[src/rtl/csr_exec_pkg.sv]
package csr_exec_pkg;

    localparam int CSR_ADDR_W = 14;
    localparam int GPR_IDX_W  = 5;

    localparam logic [7:0] CSR_MAJOR_OP = 8'h04;
    localparam logic [1:0] PRIV_USER    = 2'd3;

    typedef enum logic [1:0] {
        ACC_NONE  = 2'd0,
        ACC_READ  = 2'd1,
        ACC_WRITE = 2'd2,
        ACC_XCHG  = 2'd3
    } acc_kind_e;

    typedef struct packed {
        logic [CSR_ADDR_W-1:0] addr;
        logic [GPR_IDX_W-1:0]  rd;
        acc_kind_e             kind;
    } csr_fields_t;

    typedef struct packed {
        logic present;
        logic read_only;
        logic mode_aff;
    } csr_attr_t;

endpackage

[src/rtl/csr_insn_decode.sv]
module csr_insn_decode
    import csr_exec_pkg::*;
(
    input  logic [31:0] insn,
    output csr_fields_t fields
);

    logic                  op_hit;
    logic [GPR_IDX_W-1:0]  rj_fld;

    always_comb begin
        op_hit         = (insn[31:24] == CSR_MAJOR_OP);
        rj_fld         = insn[9:5];
        fields.addr    = insn[23:10];
        fields.rd      = insn[4:0];
        if (!op_hit) begin
            fields.kind = ACC_NONE;
        end else if (rj_fld == 5'd0) begin
            fields.kind = ACC_READ;
        end else if (rj_fld == 5'd1) begin
            fields.kind = ACC_WRITE;
        end else begin
            fields.kind = ACC_XCHG;
        end
    end

endmodule

[src/rtl/csr_attr_map.sv]
module csr_attr_map
    import csr_exec_pkg::*;
#(
    parameter int DEF_COUNT = 48,
    parameter int RO_LO     = 8,
    parameter int RO_HI     = 11,
    parameter int MODE_LO   = 0,
    parameter int MODE_HI   = 2
) (
    input  logic [CSR_ADDR_W-1:0] addr,
    output csr_attr_t             attr
);

    localparam int SPACE = 1 << CSR_ADDR_W;

    logic present_w;
    logic ro_range;
    logic mode_range;

    generate
        if (DEF_COUNT >= SPACE) begin : g_full_space
            assign present_w = 1'b1;
        end else begin : g_partial_space
            assign present_w = (addr < CSR_ADDR_W'(DEF_COUNT));
        end
    endgenerate

    assign ro_range   = (addr >= CSR_ADDR_W'(RO_LO))   && (addr <= CSR_ADDR_W'(RO_HI));
    assign mode_range = (addr >= CSR_ADDR_W'(MODE_LO)) && (addr <= CSR_ADDR_W'(MODE_HI));

    always_comb begin
        attr.present   = present_w;
        attr.read_only = present_w && ro_range;
        attr.mode_aff  = present_w && mode_range;
    end

endmodule

[src/rtl/csr_merge_unit.sv]
module csr_merge_unit #(
    parameter int XLEN = 64
) (
    input  logic            is_xchg,
    input  logic [XLEN-1:0] old_val,
    input  logic [XLEN-1:0] src_val,
    input  logic [XLEN-1:0] mask_val,
    output logic [XLEN-1:0] new_val
);

    for (genvar b = 0; b < XLEN; b++) begin : g_bit
        assign new_val[b] = (is_xchg && !mask_val[b]) ? old_val[b] : src_val[b];
    end

endmodule

[src/rtl/csr_exec_unit.sv]
module csr_exec_unit
    import csr_exec_pkg::*;
#(
    parameter int XLEN      = 64,
    parameter int DEF_COUNT = 48,
    parameter int RO_LO     = 8,
    parameter int RO_HI     = 11,
    parameter int MODE_LO   = 0,
    parameter int MODE_HI   = 2
) (
    input  logic                  clk,
    input  logic                  rst_n,
    input  logic                  insn_valid,
    input  logic [31:0]           insn,
    input  logic [1:0]            priv_lvl,
    input  logic [XLEN-1:0]       rj_val,
    input  logic [XLEN-1:0]       rd_val,
    output logic [CSR_ADDR_W-1:0] bank_addr,
    input  logic [XLEN-1:0]       bank_rdata,
    output logic [XLEN-1:0]       bank_wdata,
    output logic                  bank_we,
    output logic                  wb_valid,
    output logic [GPR_IDX_W-1:0]  wb_idx,
    output logic [XLEN-1:0]       wb_data,
    output logic                  exc_priv,
    output logic                  exc_illegal,
    output logic                  resync
);

    typedef struct packed {
        logic                 wb_valid;
        logic [GPR_IDX_W-1:0] wb_idx;
        logic [XLEN-1:0]      wb_data;
        logic                 exc_priv;
        logic                 exc_ill;
        logic                 resync;
    } res_t;

    localparam res_t RES_IDLE = '0;

    csr_fields_t      fields;
    csr_attr_t        attr;
    logic [XLEN-1:0]  merged;
    logic             is_xchg;
    logic             is_write;
    logic             access;
    logic             is_user;
    logic             blocked_ro;
    logic             commit_we;
    res_t             res_d;
    res_t             res_q;

    csr_insn_decode u_decode (
        .insn   (insn),
        .fields (fields)
    );

    csr_attr_map #(
        .DEF_COUNT (DEF_COUNT),
        .RO_LO     (RO_LO),
        .RO_HI     (RO_HI),
        .MODE_LO   (MODE_LO),
        .MODE_HI   (MODE_HI)
    ) u_attr (
        .addr (fields.addr),
        .attr (attr)
    );

    csr_merge_unit #(
        .XLEN (XLEN)
    ) u_merge (
        .is_xchg  (is_xchg),
        .old_val  (bank_rdata),
        .src_val  (rd_val),
        .mask_val (rj_val),
        .new_val  (merged)
    );

    always_comb begin
        is_xchg    = (fields.kind == ACC_XCHG);
        is_write   = (fields.kind == ACC_WRITE) || is_xchg;
        access     = insn_valid && (fields.kind != ACC_NONE);
        is_user    = (priv_lvl == PRIV_USER);
        blocked_ro = is_write && attr.read_only;
        commit_we  = access && !is_user && attr.present && is_write && !blocked_ro;

        res_d = RES_IDLE;
        if (access) begin
            if (is_user) begin
                res_d.exc_priv = 1'b1;
            end else if (!attr.present) begin
                res_d.wb_valid = (fields.rd != '0);
                res_d.wb_data  = '0;
            end else if (blocked_ro) begin
                res_d.exc_ill = 1'b1;
            end else begin
                res_d.wb_valid = (fields.rd != '0);
                res_d.wb_data  = bank_rdata;
                res_d.resync   = is_write && attr.mode_aff;
            end
        end
        if (!res_d.wb_valid) begin
            res_d.wb_data = '0;
        end
        res_d.wb_idx = res_d.wb_valid ? fields.rd : '0;
    end

    always_ff @(posedge clk or negedge rst_n) begin
        if (!rst_n) begin
            res_q <= RES_IDLE;
        end else begin
            res_q <= res_d;
        end
    end

    assign bank_addr   = fields.addr;
    assign bank_wdata  = merged;
    assign bank_we     = commit_we;
    assign wb_valid    = res_q.wb_valid;
    assign wb_idx      = res_q.wb_idx;
    assign wb_data     = res_q.wb_data;
    assign exc_priv    = res_q.exc_priv;
    assign exc_illegal = res_q.exc_ill;
    assign resync      = res_q.resync;

endmodule

[config.mk]
export PLATFORM = sky130hd
export DESIGN_NAME = csr_exec_unit
export DESIGN_NICKNAME = d
export VERILOG_FILES = /design/src/rtl/csr_exec_pkg.sv /design/src/rtl/csr_insn_decode.sv /design/src/rtl/csr_attr_map.sv /design/src/rtl/csr_merge_unit.sv /design/src/rtl/csr_exec_unit.sv
export SDC_FILE = /design/constraint.sdc
export NUM_CORES = 1
export LEC_CHECK = 0
export CAP_MARGIN = 20
export CORE_AREA = 2 2 146 148
export DETAILED_ROUTE_END_ITERATION = 8
export DIE_AREA = 0 0 148 150
export PLACE_DENSITY_LB_ADDON = 0.08
export SYNTH_ARGS = -nofsm -noshare
export SYNTH_HDL_FRONTEND = slang
export SYNTH_SLANG_ARGS = --single-unit
[constraint.sdc]
create_clock -name clk -period 1.6 [get_ports clk]
set_input_delay 0.16 -clock clk [delete_from_list [all_inputs] [get_ports clk]]
set_output_delay 0.16 -clock clk [all_outputs]
set_load 0.1 [all_outputs]
==> results.md, run 1 <==
Logic synthesis:
- The adder-cell share of the synthesized area is 0%.
- In the synthesized netlist the async set-or-reset flop fraction comes to 100%.
- The number of nets handed over by synthesis was 561.
- Summing the areas of all and, or, nand and nor instances in the mapped netlist gives 23.7% of the synthesized area.
- In the synthesized netlist the dominant register cell turns out to be sky130_fd_sc_hd__dfrtp_1.
- The mean cell area of the mapped netlist is 11.1 um2.
- The area share of the largest cell type after synthesis is 49.6%.
- sky130_fd_sc_hd__dfrtp_1 takes more of the synthesized area than any other cell.
- For this run, the number of Yosys warnings is 0.
- The synthesized-area fraction occupied by ao, oa, aoi and oai cells is 0.815%.
- For this run, the register share of the synthesized area comes to 49.6%.
- The post-synth design cell area is 3680 um2.
- The synthesis-stage register bit count is 73.
- The synthesized netlist contains 26 unique library cells.
- The cell count after synthesis is 332.
- Yosys mapped a number of flops with a built-in enable equal to 0.
- After synthesis, the largest family of logic cells by area is simple AND/OR/NAND/NOR gates.
- The mux cell area share after synthesis is 19.6%.
- Ranked by total cell area, the synthesized netlist is headed by sky130_fd_sc_hd__dfrtp_1 (50%), sky130_fd_sc_hd__mux2_2 (20%), sky130_fd_sc_hd__and3_1 (10%).
- Summing the areas of all xor and xnor instances in the mapped netlist gives 0% of the synthesized area.

Clock network:
- The number of clock sinks is 73.
- The root buffer cell chosen for the clock tree is sky130_fd_sc_hd__clkbuf_16.
- The post-CTS clock slew at the launch and capture registers of the worst setup and hold paths is 50 ps.
- In this run the number of H-tree levels came out at 3.
- Counting along the longest clock path gives a buffer depth of 2.
- The TritonCTS clock tree is built.
- Counting the buffers created by CTS gives 9.

Setup path:
- The critical path's slowest cell is sky130_fd_sc_hd__or4_4.
- The worst setup path is launched from a primary input.
- The gate family responsible for the most delay along the worst path is simple AND/OR/NAND/NOR gates.
- Walking the worst path, the cells encountered are buf_6 > or4_4 > nand3_4 > buf_6 > buf_8 > buf_12 > nor2_4 > mux2_4 > buf_12.
- The setup path with the least slack is of type in2out.
- The arrival time of data at the critical path endpoint is 1850 ps.
- The maximum net fanout on the critical path is 8.
- The endpoint kind of the worst setup timing path is a primary output.
- The largest stage delay on the critical path is 550 ps.
- At the worst endpoint, the required time is 1440 ps.
- The number of buffers and inverters on the critical path is 5.

Timing:
- After layout, the worst setup slack is -411 ps.
- The clock period minus final worst setup slack is 2010 ps.
- The part of the cycle the worst path needs is 126%.
- The final hold violation count is 0.
- Setup repair after global routing could not meet its margin everywhere.
- The final setup violation count is 129.
- The highest achievable clock rate is 497 MHz.
- The transition at the pin with the smallest max-transition slack is 553 ps.
- The total negative slack is -30340 ps.
- The max-slew violation count came to 0.
- Measured against its own limit, the worst slew margin works out to 63.2%.

Final layout:
- For this run, the number of standard cells in the final layout without fillers is 1033.
- The antenna diode count is 0.
- The area overhead of the layout relative to synthesis is 201%.
- The fill cell total of the finished layout is 1790.
- The post-route netlist has 52.9% of its cells at a drive strength greater than 1.
- Cells fill 53.6% of the core in the end.
- The final layout contains 983 nets.

Placement:
- The count of placed standard cells including taps is 986.
- The post-placement worst setup slack is -668 ps.
- The placer congestion estimate is 0.784.
- The post-DP HPWL is 14100 um.
- During placement, the flow inserted port buffers numbering 380.

Floorplan:
- The core region is 20700 um2.
- The starting density of the core is 17.8%.
- The die span in x is 148 um.
- The I/O pin count is 381.
- The die is 150 um tall.
- The total number of placement rows is 53.
- The die footprint is 22200 um2.

Route:
- The violation count after the first detailed-routing iteration is 104.
- The count of nets left with antenna violations once routing finished came out at 0.
- The count of TritonRoute iterations in the first routing pass is 4.
- Dividing the detail-routed wire length by the instance count gives 18.4 um.
- The post-detailed-route via-to-cell ratio is 4.10.
- The total length of routed met2 wires is 10500 um.
- The sum of met3 wire segment lengths after detailed routing is 1710 um.
- After detailed routing, the number of remaining DRC violations is 0.
- The via count is 4232.
- Signal routing reaches up to met4.
- For this block, the routed nets add up to 19000 um of wire.
- For this block, wires on met1 add up to 6460 um.

Run:
- Across the run, the number of max-cap violations was 0.

Pwr:
- Power comes to 6.07 mW.
- The sequential share of power is 30.4%.
- The clock network fraction of design power is 33.4%.
- Summed over all nets, the switching power comes to 1.90 mW.
- The internal cell power is 4.16 mW.
- The combinational share of power is 36.1%.
- Across the VDD grid, the largest voltage drop is 382 uV.
- Net switching is 31.4% of the power.
- Summed over all cells, the static leakage comes to 4.87 nW.
- The total power per unit cell area is 547 nW/um2.

Run status:
- The run finished, with violations left.
- The checks that failed: setup timing.

GRT:
- The initial antenna violation count came to 0.
- The via count of the first global-routing pass is 4715.
- Entering global routing, the biggest net connects 66 pins.
- The first global-routing pass estimated 27400 um of wire.
- Global routing finished with a remaining overflow of 0.
- Global routing consumed, over all layers together, 16.4% of the routing resources.

Min path:
- The path category of the worst min-delay check is in2reg.
registers in the layout, summed over array words and instances, names as in the netlist:
| register | flops |
|---|---|
| wb_data | 64 |
| wb_idx | 5 |
| exc_priv | 1 |
| exc_illegal | 1 |
| wb_valid | 1 |
| resync | 1 |
stage by stage:
stage	hold slack, ps	area, um2
3_3_place_gp	169	9760
3_5_place_dp	181	9760
2_1_floorplan	-136	4030
6_report	282	11100
4_1_cts	274	10800
5_1_grt	320	11100
layer usage:
layer	vias to the layer above	GRT usage, %
li1	1983	-
met1	2014	17.1
met2	212	30.7
met3	23	5.61
met4	0	5.81
met5	-	0
layout make-up:
class                      count  area [um2]  area share (%)
timing repair buffer         444        6170            55.6
multi-input combinational    225        2450            22.1
sequential                    73        1830            16.5
tap                          275         344            3.10
clock buffer                  12         256            2.31
clock inverter                 3        40.0           0.361
inverter                       1        3.75          0.0339
placed cells by master (no fill, tap or decap), drive strengths merged, types with 2 or more instances in the layout:
cell	instances
clkbuf	17
nor4	4
dlygate4sd2	2
nand2	5
nand3	3
buf	226
clkinv	2
nor2	68
nor3	3
clkdlybuf4s15	3
mux2	64
clkdlybuf4s50	207
nor3b	6
dfrtp	73
and3	64
cell families after synthesis:
kind of cell           Yosys count
and+or+nand+nor                158
muxes                           64
buffers and inverters           34
DFF                             73
AOI/OAI and AO/OA                3
power groups by stage:
stage	registers, mW	logic [mW]	clock network, mW
after floorplan	1.88	0.979	0
after global placement	1.88	2.15	0
after detailed placement	1.88	2.16	0
after CTS	1.85	2.19	2.11
after global routing	1.85	2.26	2.19
final	1.85	2.19	2.03
cell usage after synthesis, drive strengths merged, types with 3 or more instances:
cell and number:
buf 26, and3 64, nand2 5, nor2 68
nor3b 6, clkbuf 7, mux2 64, nor4 4
dfrtp 73, nor3 3, nand3 3
final timing paths:
check                      startpoint        endpoint  slack, ps  depth (start not counted)
max                           insn[9]  bank_wdata[27]       -410                          9
min in group asynchronous       rst_n     wb_data[39]        340                          2
min                          insn[19]          resync        280                          5
max in group asynchronous       rst_n     wb_data[34]        640                          3
repair_timing:
action                     CTS  global route
setup buffers               22             7
hold endpoints to repair    37             0
setup endpoints to repair  137           135
pin swaps                   11             8
resized for setup          172            57
hold buffers                 1             0
cloned                       9             4
(Power assumes the default switching activity.)
==> run 2: changes to the inputs <==
- PLACE_DENSITY_LB_ADDON: 0.08 -> not set
==> run 2 against run 1 <==
Effect of this change:
- the flow still finishes with violations (setup timing)
- cell count down 0.58%
- global-route usage decreased by 0.23 points
- maximum frequency is 3.7% higher
- sequential power about the same
- clock-buffer cell count is 1 lower
==> results.md, run 2 (synthesis results as in run 1) <==
GRT:
- The global-route track usage on met1 is 18.2%.
- Entering global routing, the biggest net connects 74 pins.
- The via count of the first global-routing pass is 4464.
- Global routing used 29.8% of the available met2 tracks.
- The initial antenna violation count is 0.
- The first global-routing pass estimated 27000 um of wire.
- In the global route stage, met3 resource usage came out at 4.85%.
- The most used routing layer in global routing is met2.
- Across every metal layer, demand over resource in global routing totals 16.2%.
- The leftover overflow at the end of global routing is 0.

Clock network:
- Clock tree synthesis inserted a total of 9 buffers.
- The cell sitting at the root of the clock tree is a sky130_fd_sc_hd__clkbuf_16.
- The post-CTS clock slew at the launch and capture registers of the worst setup and hold paths is 60 ps.
- Counting along the longest clock path gives a buffer depth of 2.
- The clock drives 73 sinks.
- The maximum level of the CTS H-tree is 3.
- The TritonCTS clock tree is built.

Pwr:
- The worst-case IR drop observed on VDD is 425 uV.
- The overall power consumption is 6.29 mW.
- For this design the ratio of total power to cell area is 592 nW/um2.
- The leakage power of the design is 4.84 nW.

Final layout:
- The most common cell after layout, fill and taps aside is sky130_fd_sc_hd__clkdlybuf4s50_1.
- Leaving out fill and tap cells, the most frequent cells in the layout are sky130_fd_sc_hd__clkdlybuf4s50_1 (206), sky130_fd_sc_hd__buf_12 (161), sky130_fd_sc_hd__dfrtp_1 (73), sky130_fd_sc_hd__mux2_4 (64), sky130_fd_sc_hd__and3_1 (58).
- The final standard cell area without fillers is 10600 um2.
- The area overhead of the layout relative to synthesis is 189%.
- The post-route netlist has 46.6% of its cells at a drive strength greater than 1.
- The final layout contains 975 nets.
- The finished layout holds 1027 standard cells, fillers aside.
- The register with the most flip-flops in the layout has 64 of them.

Setup path:
- On the worst path, the slowest cell contributes a delay of 550 ps.
- Along the worst path, the maximum fanout reaches 8.
- For this design, the slowest cell found on the critical path is sky130_fd_sc_hd__or4_4.
- The class of the most critical setup path is in2out.
- The type of origin of the critical path is a primary input.
- The arrival time of data at the critical path endpoint is 1780 ps.
- STA classifies the critical path endpoint as a primary output.
- The cell depth of the worst setup path is 8.
- The signal on the critical path passes through buf_6 > or4_4 > nand3_4 > buf_4 > buf_16 > nor2_1 > mux2_4 > buf_12.
- At the worst endpoint, the required time is 1440 ps.
- The sum of buffers and inverters on the critical path is 4.
- In this design, the largest share of critical-path delay is due to simple AND/OR/NAND/NOR gates.

Placement:
- The post-DP HPWL is 13900 um.
- The count of placed standard cells including taps is 982.
- The count of buffers added on input and output ports is 380.
- In this run the cell area measured after placement is 9740 um2.
- The congestion estimate from routability-driven global placement came to 0.716.

Floorplan:
- The die is 150 um tall.
- 381 I/O pins were placed.
- Once the floorplan was initialized, standard cells occupied 17.8% of the core.
- From left edge to right edge, the die measures 148 um.
- Row generation in the floorplan step produced 53 rows.
- The floorplan step defined a die boundary enclosing 22200 um2.
- The region available for standard cell placement spans 20700 um2.

Run:
- The count of maximum capacitance violations is 0.

Timing:
- The max-slew violation count was 0.
- The worst pin sits at a relative slew slack of 74.2%.
- The final hold violation count was 0.
- At the pin with the least slew margin, the transition time is 387 ps.
- The post-route worst hold slack is 385 ps.
- In the post-route analysis, the smallest setup slack over all paths is -340 ps.
- Setup violations remaining at the end of the flow were counted as 129.
- The highest achievable clock rate is 515 MHz.
- Setup repair after global routing could not meet its margin everywhere.
- Subtracting the final worst setup slack from the clock period gives 1940 ps.
- After layout, the worst path uses 121% of the clock period.

Route:
- The count of TritonRoute iterations in the first routing pass is 4.
- The total routed wirelength is 18600 um.
- The DRC violation count after routing is 0.
- The count of nets left with antenna violations once routing finished came out at 0.
- The post-detailed-route via-to-cell ratio is 4.08.
- Dividing the detail-routed wire length by the instance count gives 18.2 um.
- The violation count after the first detailed-routing iteration is 94.
- The final route contains 4187 vias.

Run status:
- The flow ran to the end, but the final reports show violations.
- The checks that failed: setup timing.

Min path:
- Along the worst hold path, the cell count comes to 5.
- The path category of the worst min-delay check is in2reg.
-- run 2: changes by cell type in the layout (fill, tap and decap cells not counted), sizes merged --
cell           delta
buf               -5
clkdlybuf4s50     -1
clkbuf            -4
dlymetal6s2s      +1
diode             +1
clkdlybuf4s15     +1
dlygate4sd2       -1
bufinv            +2
-- run 2: cell type report --
class	count	area, um2
fillers	1803	10100
repair buffers	436	6000
multi-input cells	225	2120
flip-flops and latches	73	1830
well taps	275	344
clock buffers	11	233
clock inverters	5	104
inverters	1	3.75
diodes	1	2.50
-- run 2: per-stage QoR --
| stage | util (%) | setup slack, ps | setup TNS, ps |
|---|---|---|---|
| final | 51.4 | -340 | -29540 |
| after global routing | 51.4 | -376 | -37540 |
| after CTS | 51.2 | -405 | -32280 |
| after detailed placement | 47.1 | -684 | -85000 |
| after global placement | 47.1 | -663 | -83740 |
| after floorplan | - | -281 | -13570 |
-- run 2: repair_timing --
action                     4_1_cts  5_1_grt
hold buffers                     1        0
cloned                          10        0
setup endpoints to repair      137      135
hold endpoints to repair        73        0
pin swaps                        7        9
gates resized for setup        104       22
buffers inserted                16        6
-- run 2: worst paths after layout --
| check | startpoint | end | slack, ps |
|---|---|---|---|
| worst min-delay path | insn[14] | resync | 390 |
| min in group asynchronous | rst_n | wb_data[34] | 420 |
| worst max-delay path | insn[8] | bank_wdata[1] | -340 |
| max in group asynchronous | rst_n | exc_priv | 890 |
-- run 2: where the power goes --
part | internal [mW] | switching, mW | leakage [nW]
sequential | 1.85 | 0.000134 | 1.02
combinational | 1.03 | 1.12 | 3.65
clock | 1.52 | 0.766 | 0.164
-- run 2: routing by layer --
| layer | share of wire (%) | vias to the layer above |
|---|---|---|
| li1 | - | 1969 |
| met1 | 37 | 2006 |
| met4 | 1.7 | 0 |
| met3 | 7.4 | 18 |
| met5 | 0 | - |
| met2 | 54 | 194 |
==> run 3: changes to the inputs <==
- MAX_ROUTING_LAYER: not set -> met4
==> run 3 against run 2 <==
Effect of this change:
- the run still ends with setup timing left
- design area about the same
- cell count is the same
- critical path depth is the same
- die area unchanged
- wire length hardly changed
- via count about the same
- combinational power is essentially flat
- clock-buffer cell count did not move
- maximum frequency is essentially flat
==> results.md, run 3 (synthesis results as in run 1) <==
Placement:
- The post-placement worst setup slack is -684 ps.
- The post-DP HPWL is 13900 um.
- The placer congestion estimate is 0.724.
- Buffers placed on the I/O ports in this run total 380.

Route:
- Dividing the detail-routed wire length by the instance count gives 18.2 um.
- For this run, the detailed router's first-pass iteration total came to 4.
- The final antenna-violating net count is 0.
- After detailed routing, the total wire length is 18700 um.
- In the routed design, unresolved DRC markers number 0.
- The routed layout has 4190 vias.
- Dividing the detail-routed via count by the number of cells gives 4.08.
- The detailed router finished its first iteration with 102 violations.

Setup path:
- The largest stage delay on the critical path is 550 ps.
- The worst setup path is captured at a primary output.
- The worst endpoint required time is 1440 ps.
- The critical path's slowest cell is sky130_fd_sc_hd__or4_4.
- Walking the worst path, the cells encountered are buf_6 > or4_4 > nand3_4 > buf_4 > buf_16 > nor2_1 > mux2_4 > buf_12.
- For the worst setup path, the data arrival time is 1780 ps.
- The critical path is of the in2out type.
- The type of origin of the critical path is a primary input.
- In this run the worst path has a maximum fanout of 8.

GRT:
- The initial antenna violation count is 0.
- The via count of the first global-routing pass is 4482.
- The leftover overflow at the end of global routing is 0.
- For this run, the total global-route usage over all layers was measured as 16.7%.
- The first global-routing pass estimated 26900 um of wire.
- Entering global routing, the biggest net connects 74 pins.

Clock network:
- The number of clock sinks is 73.
- TritonCTS built the clock tree.
- Clock tree synthesis inserted a total of 9 buffers.
- Clock tree synthesis selected as its root buffer the cell sky130_fd_sc_hd__clkbuf_16.
- After clock tree synthesis, the clock-pin slew on the worst setup and hold paths is 60 ps.
- The maximum count of clock buffers along a single path is 2.
- The H-tree was split into 3 levels.

Pwr:
- The maximum vdd drop is 426 uV.
- The leakage power of the design is 4.84 nW.
- In this run the power density over the cells is 592 nW/um2.

Timing:
- The final hold violation count is 0.
- The max-slew violation count is 0.
- The worst setup margin is -339 ps.
- Setup violations remaining at the end of the flow were counted as 129.
- The highest achievable clock rate is 516 MHz.
- Setup repair after global routing could not meet its margin everywhere.
- The transition at the pin with the smallest max-transition slack is 387 ps.
- After layout, the minimum clock period comes to 1940 ps.
- The part of the cycle the worst path needs is 121%.
- The tightest slew margin relative to the limit is 74.2%.

Run status:
- The checks that failed: setup timing.
- The flow ran to the end, but the final reports show violations.

Final layout:
- The register with the most flip-flops in the layout has 64 of them.
- The area of combinational cells with multiple inputs is 2120 um2.
- For this run, the share of the core covered by cells in the final layout is 51.4%.
- The fraction of final layout cells sized beyond drive strength 1 is 46.5%.
- The sequential cells in the finished layout cover a total of 1830 um2.
- The area overhead of the layout relative to synthesis is 189%.
- At the end of the flow, the number of nets in the layout was 975.
- The top cell types in the final layout, fill and taps aside, are sky130_fd_sc_hd__clkdlybuf4s50_1 (206), sky130_fd_sc_hd__buf_12 (161), sky130_fd_sc_hd__dfrtp_1 (73), sky130_fd_sc_hd__mux2_4 (64), sky130_fd_sc_hd__and3_1 (58).
- The fill cell total of the finished layout is 1804.
- Leaving out fill and tap cells, the most frequent cell in the layout is sky130_fd_sc_hd__clkdlybuf4s50_1.

Floorplan:
- The height of the chip is 150 um.
- The die footprint is 22200 um2.
- For this configuration, the core starts out at a cell density of 17.8%.
- Row generation in the floorplan step produced 53 rows.
- The I/O pin count is 381.
- The die is 148 um wide.
- The total core area is 20700 um2.

Run:
- The count of maximum capacitance violations is 0.

Min path:
- The path class of the tightest hold or removal check is in2reg.
[run 3: cell type report]
| class | instances | area share [%] |
|---|---|---|
| Multi-Input combinational cell | 225 | 19.9 |
| Antenna cell | 1 | 0.0236 |
| Timing Repair Buffer | 436 | 56.4 |
| Clock inverter | 5 | 0.977 |
| Tap cell | 275 | 3.24 |
| Sequential cell | 73 | 17.2 |
| Inverter | 1 | 0.0353 |
| Clock buffer | 11 | 2.19 |
[run 3: metal layers]
layer | up-vias | share of wire (%) | global-route usage (%)
met5 | - | 0 | -
met4 | 0 | 1.7 | 4.48
met3 | 18 | 6.7 | 4.18
met2 | 195 | 54 | 29.8
met1 | 2009 | 37 | 18.6
li1 | 1968 | - | -
[run 3: through the flow]
stage | TNS (ps) | power, mW | std cells | instance area, um2 | hold WS, ps
2_1_floorplan | -13570 | 2.86 | 332 | 4030 | -136
4_1_cts | -32280 | 6.36 | 1023 | 10600 | 271
5_1_grt | -37540 | 6.52 | 1026 | 10600 | 407
6_report | -29510 | 6.29 | 1027 | 10600 | 384
3_3_place_gp | -83740 | 4.02 | 982 | 9740 | 207
3_5_place_dp | -85000 | 4.03 | 982 | 9740 | 207
[run 3: critical path, delay by kind of cell]
family / cells / cell delay (ps)
mux: 1 / 310
buf+inv: 4 / 560
simple gates: 3 / 750
[run 3: where the power goes]
group,total [mW],internal (mW),switching (mW)
Sequential,1.85,1.85,0.000134
Combinational,2.16,1.03,1.12
Clock,2.29,1.52,0.762
[run 3: path summary, 6_finish.rpt]
| check | startpoint | depth (start not counted) | end |
|---|---|---|---|
| min in group asynchronous | rst_n | 3 | wb_data[34] |
| hold / removal | insn[14] | 5 | resync |
| max in group asynchronous | rst_n | 3 | wb_data[1] |
| setup / recovery | insn[8] | 8 | bank_wdata[1] |
[run 3: timing repair]
item | CTS | global route
setup buffers | 16 | 6
gates cloned | 10 | 0
pin swaps | 7 | 9
hold endpoints to repair | 73 | 0
hold buffers | 1 | 0
resized for setup | 104 | 21
setup endpoints to repair | 137 | 135
